## src/rtl/chan_combiner.sv

```systemverilog
module chan_combiner #(
  parameter int NCH = 4,
  parameter int SYNC_STAGES = 2
) (
  input  logic           clk,
  input  logic           rst_n,
  input  logic [NCH-1:0] pin_raw,
  input  logic           pol_hi,
  input  logic           cmd_load,
  input  logic [NCH-1:0] cmd_bits,
  input  logic           op_or_set,
  input  logic           op_and_set,
  input  logic [NCH-1:0] ot_flag,
  output logic [NCH-1:0] gate_en,
  output logic [NCH-1:0] in_state
);
  localparam int SW = NCH + 1;
  localparam logic [SW-1:0] SYNC_RST = {1'b1, {NCH{1'b0}}};

  logic [SW-1:0]  sync_q [SYNC_STAGES];
  logic [NCH-1:0] data_q;
  logic           op_and_q;
  logic [NCH-1:0] req;
  logic           pol_s;
  logic [NCH-1:0] pin_s;

  always_ff @(posedge clk or negedge rst_n) begin
    if (!rst_n) begin
      for (int s = 0; s < SYNC_STAGES; s++) sync_q[s] <= SYNC_RST;
    end else begin
      sync_q[0] <= {pol_hi, pin_raw};
      for (int s = 1; s < SYNC_STAGES; s++) sync_q[s] <= sync_q[s-1];
    end
  end

  assign pol_s    = sync_q[SYNC_STAGES-1][NCH];
  assign pin_s    = sync_q[SYNC_STAGES-1][NCH-1:0];
  assign in_state = pol_s ? pin_s : ~pin_s;

  always_ff @(posedge clk or negedge rst_n) begin
    if (!rst_n) begin
      data_q   <= '0;
      op_and_q <= 1'b0;
    end else begin
      if (cmd_load) data_q <= cmd_bits;
      if (op_or_set ^ op_and_set) op_and_q <= op_and_set;
    end
  end

  assign req     = op_and_q ? (in_state & data_q) : (in_state | data_q);
  assign gate_en = req & ~ot_flag;

  AST_OP_HOLD: assert property (@(posedge clk) disable iff (!rst_n)
    !(op_or_set ^ op_and_set) |=> $stable(op_and_q));
  AST_DATA_LOAD: assert property (@(posedge clk) disable iff (!rst_n)
    cmd_load |=> data_q == $past(cmd_bits));
  AST_DATA_HOLD: assert property (@(posedge clk) disable iff (!rst_n)
    !cmd_load |=> $stable(data_q));

  for (genvar i = 0; i < NCH; i++) begin : g_chk
    AST_OT_KILL: assert property (@(posedge clk) disable iff (!rst_n)
      ot_flag[i] |-> !gate_en[i]);
    AST_OR_PASS: assert property (@(posedge clk) disable iff (!rst_n)
      (!op_and_q && data_q[i] && !ot_flag[i]) |-> gate_en[i]);
    AST_AND_BLOCK: assert property (@(posedge clk) disable iff (!rst_n)
      (op_and_q && !data_q[i]) |-> !gate_en[i]);
  end
endmodule

```

## config.mk

```make
export PLATFORM = sky130hd
export DESIGN_NAME = chan_combiner
export DESIGN_NICKNAME = d
export VERILOG_FILES = /design/src/rtl/chan_combiner.sv
export SDC_FILE = /design/constraint.sdc
export NUM_CORES = 1
export LEC_CHECK = 0
export BUFFER_PORTS_ARGS = -buffer_cell sky130_fd_sc_hd__buf_4
export CAP_MARGIN = 10
export CORE_UTILIZATION = 25
export DETAILED_ROUTE_END_ITERATION = 7
export GPL_TIMING_DRIVEN = 0
export HOLD_SLACK_MARGIN = 0.03
export PLACE_DENSITY = 0.59
export SLEW_MARGIN = 0
export SYNTH_ARGS = -nofsm -noshare
export SYNTH_HDL_FRONTEND = slang
export SYNTH_SLANG_ARGS = --single-unit
```

## constraint.sdc

```tcl
create_clock -name clk -period 1.4 [get_ports clk]
set_input_delay 0.21 -clock clk [delete_from_list [all_inputs] [get_ports clk]]
set_output_delay 0.21 -clock clk [all_outputs]
set_load 0.05 [all_outputs]
```

## After elaboration in Yosys (flattened, before gate mapping)

Cells that the tools add are included.

- Output and inout bits: 8
- Bits in registers: 15
- Word-level logic and storage cells: 12

- Bitwise gates (word level): 6
- Muxes and demuxes: 2

Operators by type and width:

| cell | count |
|---|---|
| $and 4x4->4 | 2 |
| $mux 4 | 2 |
| $not 4->4 | 2 |
| $or 4x4->4 | 1 |
| $xor 1x1->1 | 1 |

## Longest topological paths before layout

Gate-level depths: netlist of the first run.

- Word-level depth: 5
- Mapped depth: 3
- Depth with buffers taken out: 2

## Worst setup path before layout of the first run

No wires, ideal clock.

- Kind: reg2out
- Start: register sync_q (netlist bit pol_s)
- End: output port gate_en[0]
- Data arrival time: 1.906 ns
- Buffers on the path: 1
- Required time: 1.190 ns
- Cell stages (with the launch flop): 4
- Slack: -0.716 ns
- Cells stage by stage: dfstp_2 buf_6 xnor2_1 a31o_1

- Word-level cells in the longest chain between the ends: 4

RTL lines:

| item | RTL line | source |
|---|---|---|
| start: declaration | 20 | `logic [SW-1:0] sync_q [SYNC_STAGES];` |
| $mux 4 * | 38 | `assign in_state = pol_s ? pin_s : ~pin_s;` |
| named net in_state[0] | 15 | `output logic [NCH-1:0] in_state` |
| $or 4x4->4 / $and 4x4->4 (equally long branches) | 50 | `assign req = op_and_q ? (in_state & data_q) : (in_state \| data_q);` |
| $mux 4 * | 50 |  |
| $and 4x4->4 * | 51 | `assign gate_en = req & ~ot_flag;` |
| end: declaration | 14 | `output logic [NCH-1:0] gate_en,` |

The timed path passes the listed nets; every way through them passes the cells marked *.

## Final worst setup path of the first run

- Start: register sync_q (netlist bit pol_s)
- End: output port gate_en[2]

- Word-level cells in the longest chain between the ends: 4

RTL lines:

| item | RTL line |
|---|---|
| $mux 4 * | 38 |
| $or 4x4->4 / $and 4x4->4 (equally long branches) | 50 |
| $mux 4 * | 50 |
| $and 4x4->4 * | 51 |

Every way passes the cells marked *; elsewhere a longest branch is shown, timed or not.

==> results of run 1 <==
-- cells by family after synthesis --
kind of cell,Yosys count
DFF,15
and+or+nand+nor,8
buffers and inverters,7
AOI/OAI and AO/OA,4
xor gates and xnor gates,4
muxes,4
adders and majority gates,1
-- layer usage --
metal | vias to the layer above | global-route usage [%]
met5 | - | 0
met4 | 0 | 1.39
met3 | 0 | 5.45
met2 | 17 | 23.3
met1 | 216 | 9.21
li1 | 214 | -
-- sequential cells by signal, indices dropped and copies added (netlist names) --
name	count
sync_q	5
data_q	4
pin_s	4
op_and_q	1
pol_s	1
-- power by group --
part	internal (mW)	total (mW)	switching, mW
Clock	0.106	0.235	0.129
Sequential	0.464	0.483	0.0188
Combinational	0.182	0.359	0.178
Total	0.752	1.08	0.326
-- synthesized netlist by cell type (all sizes together) --
cell type / n
clkbuf: 1
xnor2: 4
nand2b: 4
buf: 1
maj3: 1
dfrtp: 13
a31o: 4
dfstp: 2
inv: 5
mux2: 4
nor3b: 4
-- area by class of cell --
| type | count | area [um2] |
|---|---|---|
| Timing Repair Buffer | 32 | 289 |
| Multi-Input combinational cell | 21 | 310 |
| Clock inverter | 1 | 5.00 |
| Clock buffer | 3 | 22.5 |
| Buffer | 2 | 25.0 |
| Inverter | 5 | 18.8 |
| Fill cell | 205 | 1150 |
| Tap cell | 28 | 35.0 |
| Sequential cell | 15 | 378 |
-- worst max-delay path: stages, from the launching register on --
cell and delay [ps]:
sky130_fd_sc_hd__dfstp_2 560, sky130_fd_sc_hd__buf_12 150, sky130_fd_sc_hd__xnor2_4 70, sky130_fd_sc_hd__a31o_4 230
sky130_fd_sc_hd__buf_6 150
-- stage by stage --
| stage | hold slack (ps) | cell area, um2 | total power, mW |
|---|---|---|---|
| 2_1_floorplan | -85.6 | 707 | 0.703 |
| 3_3_place_gp | 72.3 | 930 | 0.796 |
| 5_1_grt | 154 | 1080 | 1.13 |
| 6_report | 165 | 1080 | 1.08 |
| 4_1_cts | 156 | 1070 | 1.09 |
| 3_5_place_dp | 72.9 | 930 | 0.804 |
-- worst max path at each step --
stage	slack, ps	from	endpoint
finish	-230	pol_s$_DFF_PN1_	gate_en[2]
global route	-280	pol_s$_DFF_PN1_	gate_en[0]
CTS	-260	pol_s$_DFF_PN1_	gate_en[2]
detailed placement	10	op_and_q$_DFFE_PN0P_	gate_en[2]
global placement	50	pol_s$_DFF_PN1_	gate_en[0]
floorplan	-10	pol_s$_DFF_PN1_	gate_en[0]
-- what timing repair did --
item	in CTS	in global routing
hold buffers	6	0
endpoints found under the setup margin	8	8
endpoints found under the hold margin	20	0
setup buffers	1	0
gates resized for setup	11	3
==> qor.log, run 1 <==
qor: status.status finished, violations left
qor: status.failed_checks negative setup slack
qor: floorplan.io-pin-count 26
qor: finish.layout.cells.most_common_list sky130_fd_sc_hd__buf_4 (18), sky130_fd_sc_hd__dfrtp_1 (13), sky130_fd_sc_hd__buf_6 (7)
qor: cts.path_clk_slew 80 ps
qor: logic_synthesis.synth_xor_xnor_area_share 5.91%
qor: floorplan.core-area 0.00223 mm2
qor: finish.most_common_library_cell_in_the_layout_ignoring_fill_and_taps sky130_fd_sc_hd__buf_4
qor: logic_synthesis.synth_area_leader_cell sky130_fd_sc_hd__dfrtp_1
qor: sta.fin_ws -234 ps
qor: worst_setup_path.rr_worst_depth 2
qor: finish.diodes 0
qor: sta.rsz0062_at_grt yes
qor: worst_hold_path.worstHoldEndpoint data_q[3]$_DFFE_PN0P_
qor: route.detail_route.iter0.violations 0
qor: worst_hold_path.min_from cmd_bits[3]
qor: worst_hold_path.timing.hold.worst_path_depth 2
qor: global_routing.grt_start_max_net_pins 16
qor: route.dr_wl_met2 700 um
qor: sta.timing.slew.headroom 85.7%
qor: cts.numClockSinks 15
qor: cts.clock_tree.htree_level_count 1
qor: logic_synthesis.synthSimpleGateAreaFrac 9.28%
qor: floorplan.starting_density_of_the_core 26.6%
qor: logic_synthesis.synth.net_count 61
qor: global_routing.initial_antenna_violation_count 0
qor: worst_setup_path.timing.reg2reg.setup_slack 360 ps
qor: floorplan.die_area 0.00257 mm2
qor: global_routing.overflow_left_after_global_routing 0
qor: finish.final_layout_size_suffix_gt1_share 63.3%
qor: power_and_ir_drop.power-per-cell-area 995 mW/mm2
qor: sta.worstMarginPinSlew 214 ps
qor: cts.cts_tree yes
qor: sta.finalSetupViolCount 8
qor: logic_synthesis.post_synthesis_compound_gate_area_fraction 5.91%
qor: place.gpl.final_weighted_congestion 0.572
qor: sta.final-hold-violation-count 0
qor: logic_synthesis.mux_share_of_post_synthesis_cell_area 7.59%
qor: power_and_ir_drop.peakVddDrop 0.721 mV
qor: cts.ctsLongestPathBuffers 2
qor: sta.fin_crit 1630 ps
qor: logic_synthesis.yosys.area.top_type_share 54.9%
qor: place.port_buffers 25
qor: cts.root_buffer sky130_fd_sc_hd__clkbuf_4
qor: worst_setup_path.worst_setup_path_start_kind register
qor: worst_hold_path.hold_path.class in2reg
qor: place.dp_hpwl 889 um
qor: logic_synthesis.synth_top_cells_by_area sky130_fd_sc_hd__dfrtp_1 (55%), sky130_fd_sc_hd__dfstp_2 (8.9%), sky130_fd_sc_hd__mux2_2 (7.6%)
qor: logic_synthesis.main_combinational_cell_family_by_area_after_synthesis simple AND/OR/NAND/NOR gates
qor: route.final_antenna_net_count 0
qor: finish.finalCoreUtilization 48.5%
qor: logic_synthesis.synthesis.area 593 um2
qor: route.route.detailed.vias_per_inst 4.18
qor: sta.final_max_slew_viol_count 0
qor: logic_synthesis.post_synth_num_cell_types 12
qor: route.vias 447
qor: finish.fin_cells 107
qor: finish.finalNetCount 98
qor: place.placement.setup.worst_slack 10.7 ps
qor: logic_synthesis.ys_seq_elements 15
qor: logic_synthesis.synth.yosys.warnings 0
qor: sta.setup-tns-final -1400 ps
qor: global_routing.grt_first_pass_wirelength 2.06 mm
qor: job.timing.max_cap.violations 0
qor: logic_synthesis.postSynthCellCount 43
qor: finish.area.growth.synth_to_final 82.7%
qor: logic_synthesis.synthAdderAreaFrac 1.69%
qor: sta.max_freq 612 MHz
qor: worst_setup_path.rr_endpoint op_and_q$_DFFE_PN0P_
qor: worst_setup_path.crit_path_end_kind primary output
qor: route.top_layer_used met3
qor: cts.cts-buffers-inserted 3
qor: sta.finalClockSkew 0.447 ps
qor: route.totalWireLength 1.20 mm
qor: route.drt-pass1-iter-count 1
qor: route.drt_met1_wl 435 um
qor: worst_setup_path.timing.critical_path.required 1190 ps
qor: worst_setup_path.worstReg2RegStart op_and_q$_DFFE_PN0P_
qor: global_routing.via_count_of_the_first_global_routing_pass 531
qor: route.route.detailed.wl_per_inst 11.2 um
qor: sta.post-route-period-util 117%
qor: route.post-route-drc-count 0
qor: floorplan.std_cell_rows 17
qor: floorplan.fp.dieH 50.7 um
qor: worst_setup_path.worst-path-max-fanout 4
qor: global_routing.grt_usage 11.1%
qor: place.place_inst 96
qor: floorplan.die_width 50.7 um
qor: logic_synthesis.mean_area_per_synthesized_cell 13.8 um2
qor: worst_setup_path.setup.worst_path.class reg2out
qor: cts.worstSkewPairLatency 270 ps
qor: power_and_ir_drop.p_leak 0.494 nW
qor: worst_setup_path.worst-endpoint-arrival 1420 ps
qor: logic_synthesis.sequential_area_share_after_synthesis 63.7%
qor: route.routed-wl-met3 58 um
Note: power is estimated with default switching activity, not from simulation.
==> run 2: changes to the inputs <==
--- a/config.mk
+++ b/config.mk
@@ -7,2 +7,3 @@
 export LEC_CHECK = 0
+export ABC_CLOCK_PERIOD_IN_PS = 1400
 export BUFFER_PORTS_ARGS = -buffer_cell sky130_fd_sc_hd__buf_4
@@ -13,3 +14,2 @@
 export HOLD_SLACK_MARGIN = 0.03
-export PLACE_DENSITY = 0.59
 export SLEW_MARGIN = 0
--- a/constraint.sdc
+++ b/constraint.sdc
@@ -3,2 +3,2 @@
 set_output_delay 0.21 -clock clk [all_outputs]
-set_load 0.05 [all_outputs]
+set_load 0.005 [all_outputs]
==> qor.log, run 2 (synthesis gave the netlist of run 1 again) <==
qor: cts.ctsLongestPathBuffers 2 [unchanged]
qor: route.route.detailed.vias_per_inst 4.18 [unchanged]
qor: global_routing.grt_util_met1 8.26% [-0.96 points]
qor: global_routing.grt_first_pass_wirelength 1.79 mm [-13%]
qor: worst_setup_path.critical-path-top-delay-family flip-flops
qor: route.drt-pass1-iter-count 3 [+2]
qor: sta.finalSetupViolCount 8 [unchanged]
qor: sta.post-route-period-util 114% [-3.2 points]
qor: finish.max_reg_flops 5 [unchanged]
qor: floorplan.std_cell_rows 17 [unchanged]
qor: cts.clock_tree.htree_level_count 1 [unchanged]
qor: finish.regMostFlops sync_q
qor: floorplan.die_width 50.7 um [unchanged]
qor: power_and_ir_drop.p_switching 0.229 mW [-30%]
qor: place.gpl.final_weighted_congestion 0.571 [-0.30%]
qor: power_and_ir_drop.power-per-cell-area 943 mW/mm2 [-5.2%]
qor: sta.fin_crit 1590 ps [-44.8 ps]
qor: place.place_inst 96 [unchanged]
qor: global_routing.overflow_left_after_global_routing 0 [unchanged]
qor: status.status finished, violations left
qor: global_routing.global_route.peak_usage_layer met2
qor: place.placement.setup.worst_slack 127 ps [+117 ps]
qor: power_and_ir_drop.p_leak 0.461 nW [-6.8%]
qor: route.detail_route.iter0.violations 4 [+4]
qor: global_routing.via_count_of_the_first_global_routing_pass 474 [-11%]
qor: worst_setup_path.worst_setup_path_start_kind register
qor: place.dp_hpwl 714 um [-20%]
qor: global_routing.initial_antenna_violation_count 0 [unchanged]
qor: sta.timing.slew.headroom 85.8% [about the same]
qor: floorplan.io-pin-count 26 [unchanged]
qor: floorplan.die_area 0.00257 mm2 [unchanged]
qor: global_routing.grt_start_max_net_pins 16 [unchanged]
qor: route.final_antenna_net_count 0 [unchanged]
qor: worst_setup_path.critical_path_buf_inv_count 2 [unchanged]
qor: route.vias 447 [unchanged]
qor: power_and_ir_drop.power_frac_comb 23.0% [-10 points]
qor: worst_setup_path.crit_path_end_kind primary output
qor: sta.max_freq 629 MHz [+2.8%]
qor: cts.worstSkewPairLatency 280 ps [about the same]
qor: place.port_buffers 25 [unchanged]
qor: sta.final_max_slew_viol_count 0 [unchanged]
qor: power_and_ir_drop.power.sequential.fraction 50.8% [+6.0 points]
qor: global_routing.grt_usage 9.99% [-1.2 points]
qor: sta.worstMarginPinSlew 213 ps [-1.27 ps]
qor: sta.fin_ws -190 ps [+44.8 ps]
qor: worst_setup_path.crit_path_max_incr_delay 560 ps [about the same]
qor: worst_setup_path.worst-endpoint-arrival 1380 ps [-40 ps]
qor: cts.path_clk_slew 90 ps [about the same]
qor: route.totalWireLength 1.12 mm [-5.9%]
qor: global_routing.groute.layer.met3.usage 5.45% [unchanged]
qor: sta.final-hold-violation-count 0 [unchanged]
qor: finish.area.growth.synth_to_final 70.0%
qor: power_and_ir_drop.share_clk_of_total_power 26.1% [+4.3 points]
qor: route.post-route-drc-count 0 [unchanged]
qor: cts.numClockSinks 15 [unchanged]
qor: cts.cts_tree yes
qor: worst_setup_path.cp_cell_sequence buf_12 -> xnor2_4 -> a31o_2 -> buf_6
qor: cts.root_buffer sky130_fd_sc_hd__clkbuf_4
qor: finish.layout.cells.most_common_list sky130_fd_sc_hd__buf_4 (23), sky130_fd_sc_hd__dfrtp_1 (13), sky130_fd_sc_hd__dlygate4sd3_1 (6)
qor: finish.finalNetCount 98 [unchanged]
qor: global_routing.grtUsageMet2 19.8% [-3.6 points]
qor: worst_setup_path.worst_path_max_delay_cell sky130_fd_sc_hd__dfstp_2
qor: worst_setup_path.timing.critical_path.required 1190 ps [about the same]
qor: finish.final_layout_size_suffix_gt1_share 54.4% [-8.9 points]
qor: floorplan.core-area 0.00223 mm2 [unchanged]
qor: worst_setup_path.worst-path-max-fanout 4 [unchanged]
qor: power_and_ir_drop.sw_frac_of_total 24.1% [-6.1 points]
qor: floorplan.fp.dieH 50.7 um [unchanged]
qor: status.failed_checks negative setup slack
qor: finish.fin_cells 107 [unchanged]
qor: cts.cts-buffers-inserted 3 [unchanged]
qor: power_and_ir_drop.internal-power 0.722 mW [-4.0%]
qor: power_and_ir_drop.peakVddDrop 0.707 mV [-2.0%]
qor: worst_hold_path.hold_path.class in2reg
qor: floorplan.starting_density_of_the_core 26.6% [unchanged]
qor: sta.finalClockSkew 0.114 ps [-0.333 ps]
qor: route.route.detailed.wl_per_inst 10.5 um [-5.9%]
qor: job.timing.max_cap.violations 0 [unchanged]
qor: sta.rsz0062_at_grt yes
qor: worst_setup_path.setup.worst_path.class reg2out
qor: finish.most_common_library_cell_in_the_layout_ignoring_fill_and_taps sky130_fd_sc_hd__buf_4
qor: sta.setup-tns-final -988 ps [+411 ps]
qor: finish.diodes 0 [unchanged]
run 2: power groups by stage:
stage / sequential [mW] / clock, mW / combinational (mW)
floorplan: 0.482 / 0 / 0.0741
global placement: 0.483 / 0 / 0.165
detailed placement: 0.485 / 0 / 0.167
CTS: 0.477 / 0.269 / 0.181
global route: 0.489 / 0.292 / 0.237
finish: 0.483 / 0.248 / 0.219
run 2: stage by stage:
stage               total power [mW]  hold slack (ps)  utilization (%)  cell area (um2)
floorplan                      0.556            -85.6                -              593
global placement               0.649             69.5             36.5              816
detailed placement             0.652             73.3             36.5              816
CTS                            0.927              140             40.6              906
global route                    1.02              141             45.2             1010
finish                         0.951              156             45.2             1010
run 2: what timing repair did:
action	CTS	global route
gates cloned	0	0
resized for setup	0	13
endpoints found under the setup margin	8	8
hold endpoints to repair	20	0
buffers inserted	0	1
hold buffers	6	0
pin swaps	0	7
run 2: cell type report:
type / count / area, um2
Buffer: 2 / 25.0
Clock buffer: 3 / 22.5
Clock inverter: 1 / 7.51
Fill cell: 212 / 1220
Inverter: 5 / 18.8
Multi-Input combinational cell: 21 / 255
Sequential cell: 15 / 378
Tap cell: 28 / 35.0
Timing Repair Buffer: 32 / 267
run 2: worst reg2reg max path, cell delays in order, from the launching register on:
cell and delay [ps]:
sky130_fd_sc_hd__dfrtp_1 370, sky130_fd_sc_hd__clkbuf_2 170, sky130_fd_sc_hd__maj3_1 360
run 2: path summary, 6_finish.rpt:
check / startpoint / to / slack (ps) / cells after the start
min in group asynchronous: rst_n / sync_q[6]$_DFF_PN0_ / 310 / 2
min: cmd_bits[1] / data_q[1]$_DFFE_PN0P_ / 160 / 2
min reg2reg: sync_q[7]$_DFF_PN0_ / pin_s[2]$_DFF_PN0_ / 350 / 0
max: pol_s$_DFF_PN1_ / gate_en[1] / -190 / 4
max reg2reg: op_and_q$_DFFE_PN0P_ / op_and_q$_DFFE_PN0P_ / 390 / 2
max in group asynchronous: rst_n / sync_q[9]$_DFF_PN1_ / 860 / 2
run 2: routing by layer:
layer | share of wire (%) | up-vias
met5 | 0 | -
met4 | 0 | 0
met3 | 6.7 | 0
met2 | 56 | 18
met1 | 37 | 216
li1 | - | 213
==> run 3: changes to the inputs <==
Settings changed: CORE_UTILIZATION 25 to 43, PLACE_DENSITY set to 0.74.
==> qor.log, run 3 (synthesis gave the netlist of run 1 again) <==
qor: route.route.detailed.vias_per_inst 4.56 [+9.2%]
qor: cts.path_clk_slew 80 ps [about the same]
qor: global_routing.via_count_of_the_first_global_routing_pass 403 [-15%]
qor: worst_setup_path.timing.reg2reg.setup_slack 380 ps [about the same]
qor: finish.area.growth.synth_to_final 52.7%
qor: worst_setup_path.setup.worst_path.class reg2out
qor: finish.layout.cells.most_common_list sky130_fd_sc_hd__buf_4 (24), sky130_fd_sc_hd__dfrtp_1 (13), sky130_fd_sc_hd__inv_1 (5)
qor: sta.fin_worst_hold_slack 45.8 ps [-110 ps]
qor: job.timing.max_cap.violations 0 [unchanged]
qor: sta.timing.slew.headroom 87.7% [+2.0 points]
qor: global_routing.grt_first_pass_wirelength 1.49 mm [-17%]
qor: floorplan.io-pin-count 26 [unchanged]
qor: global_routing.grt_start_max_net_pins 16 [unchanged]
qor: cts.cts-buffers-inserted 3 [unchanged]
qor: sta.post-route-period-util 108% [-5.3 points]
qor: route.drt-pass1-iter-count 2 [-1]
qor: sta.max_freq 660 MHz [+4.9%]
qor: finish.fin_cells 91 [-15%]
qor: status.failed_checks negative setup slack
qor: finish.final_layout_size_suffix_gt1_share 56.6% [+2.1 points]
qor: worst_setup_path.timing.critical_path.required 1190 ps [about the same]
qor: cts.clock_tree.htree_level_count 1 [unchanged]
qor: floorplan.starting_density_of_the_core 46.2% [+20 points]
qor: route.final_antenna_net_count 0 [unchanged]
qor: worst_setup_path.crit_path_end_kind primary output
qor: worst_setup_path.worst-endpoint-arrival 1310 ps [-70 ps]
qor: sta.fin_crit 1520 ps [-73.8 ps]
qor: status.status finished, violations left
qor: sta.finalSetupViolCount 6 [-2]
qor: worst_hold_path.hold_path.class in2reg
qor: global_routing.grt_usage 14.9% [+4.9 points]
qor: global_routing.overflow_left_after_global_routing 0 [unchanged]
qor: route.post-route-drc-count 0 [unchanged]
qor: worst_setup_path.worst-path-max-fanout 4 [unchanged]
qor: finish.finalNetCount 95 [-3.1%]
qor: floorplan.std_cell_rows 13 [-4]
qor: sta.worstMarginPinSlew 184 ps [-28.8 ps]
qor: cts.numClockSinks 15 [unchanged]
qor: floorplan.die_area 0.00153 mm2 [-40%]
qor: route.route.detailed.wl_per_inst 10.2 um [-3.2%]
qor: global_routing.initial_antenna_violation_count 0 [unchanged]
qor: floorplan.fp.dieH 39.1 um [-23%]
qor: route.vias 415 [-7.2%]
qor: place.gpl.final_weighted_congestion 0.622 [+9.0%]
qor: finish.regMostFlops sync_q
qor: place.place_inst 83 [-14%]
qor: floorplan.core-area 0.00128 mm2 [-42%]
qor: cts.cts_tree yes
qor: cts.worstSkewPairLatency 270 ps [about the same]
qor: place.dp_hpwl 722 um [+1.1%]
qor: route.totalWireLength 925 um [-18%]
qor: power_and_ir_drop.p_leak 0.441 nW [-4.3%]
qor: sta.final_max_slew_viol_count 0 [unchanged]
qor: sta.rsz0062_at_grt yes
qor: floorplan.die_width 39.1 um [-23%]
qor: place.placement.setup.worst_slack 140 ps [+12.3 ps]
qor: finish.diodes 0 [unchanged]
qor: finish.max_reg_flops 5 [unchanged]
qor: finish.most_common_library_cell_in_the_layout_ignoring_fill_and_taps sky130_fd_sc_hd__buf_4
qor: route.detail_route.iter0.violations 1 [-3]
qor: power_and_ir_drop.power-per-cell-area 995 mW/mm2 [+5.5%]
qor: power_and_ir_drop.peakVddDrop 0.905 mV [+28%]
qor: cts.ctsLongestPathBuffers 2 [unchanged]
qor: sta.finalClockSkew 3.08 ps [+2.96 ps]
qor: sta.fin_ws -116 ps [+73.8 ps]
qor: place.port_buffers 25 [unchanged]
qor: sta.final-hold-violation-count 0 [unchanged]
qor: worst_setup_path.worst_setup_path_start_kind register
qor: cts.root_buffer sky130_fd_sc_hd__clkbuf_4
[run 3: cell types whose count changed in the layout (fill, tap and decap cells not counted)]
cell	delta
sky130_fd_sc_hd__buf_12	-1
sky130_fd_sc_hd__buf_4	+1
sky130_fd_sc_hd__clkbuf_1	+1
sky130_fd_sc_hd__clkinvlp_4	-1
sky130_fd_sc_hd__dlygate4sd3_1	-3
sky130_fd_sc_hd__nor3b_1	-1
sky130_fd_sc_hd__nor3b_2	+1
sky130_fd_sc_hd__xnor2_2	+4
sky130_fd_sc_hd__xnor2_4	-4
[run 3: power by group]
part / internal [mW] / switching [mW]
registers: 0.465 / 0.0176
logic: 0.129 / 0.0616
clock network: 0.110 / 0.119
[run 3: worst max-delay path, cell delays in order, from the launching register on]
cell,delay (ps)
sky130_fd_sc_hd__dfstp_2,640
sky130_fd_sc_hd__xnor2_2,150
sky130_fd_sc_hd__a31o_1,160
sky130_fd_sc_hd__buf_4,100
[run 3: path summary, 6_finish.rpt]
check,startpoint,to,depth (start not counted)
min,pin_raw[3],sync_q[8]$_DFF_PN0_,1
max in group asynchronous,rst_n,pol_s$_DFF_PN1_,2
max reg2reg,op_and_q$_DFFE_PN0P_,op_and_q$_DFFE_PN0P_,2
min in group asynchronous,rst_n,pin_s[1]$_DFF_PN0_,2
max,pol_s$_DFF_PN1_,gate_en[0],3
min reg2reg,sync_q[5]$_DFF_PN0_,pin_s[0]$_DFF_PN0_,0
[run 3: final cells by class]
| class | count | area [um2] |
|---|---|---|
| well taps | 15 | 18.8 |
| multi-input cells | 21 | 215 |
| fillers | 106 | 379 |
| inverters | 5 | 18.8 |
| repair buffers | 30 | 244 |
| flip-flops and latches | 15 | 378 |
| plain buffers | 1 | 5.00 |
| clock buffers | 4 | 26.3 |
[run 3: repair_timing]
item                                    4_1_cts  5_1_grt
pin swaps                                     8        1
gates resized for setup                       7        1
buffers inserted                              2        0
hold buffers                                  1        2
endpoints found under the hold margin        15        2
endpoints found under the setup margin        7        8
[run 3: through the flow]
step	util [%]	instance area (um2)	TNS (ps)	total power, mW
floorplan	-	593	0	0.556
global placement	62.2	800	0	0.647
detailed placement	62.2	800	0	0.652
CTS	68.5	881	-755	0.913
global route	70.5	906	-1080	0.952
finish	70.5	906	-578	0.901
[run 3: metal layers]
layer	GRT usage [%]	wire length [um]
met5	0	0
met4	5.17	0
met3	5.78	69
met2	27.5	473
met1	14.8	383
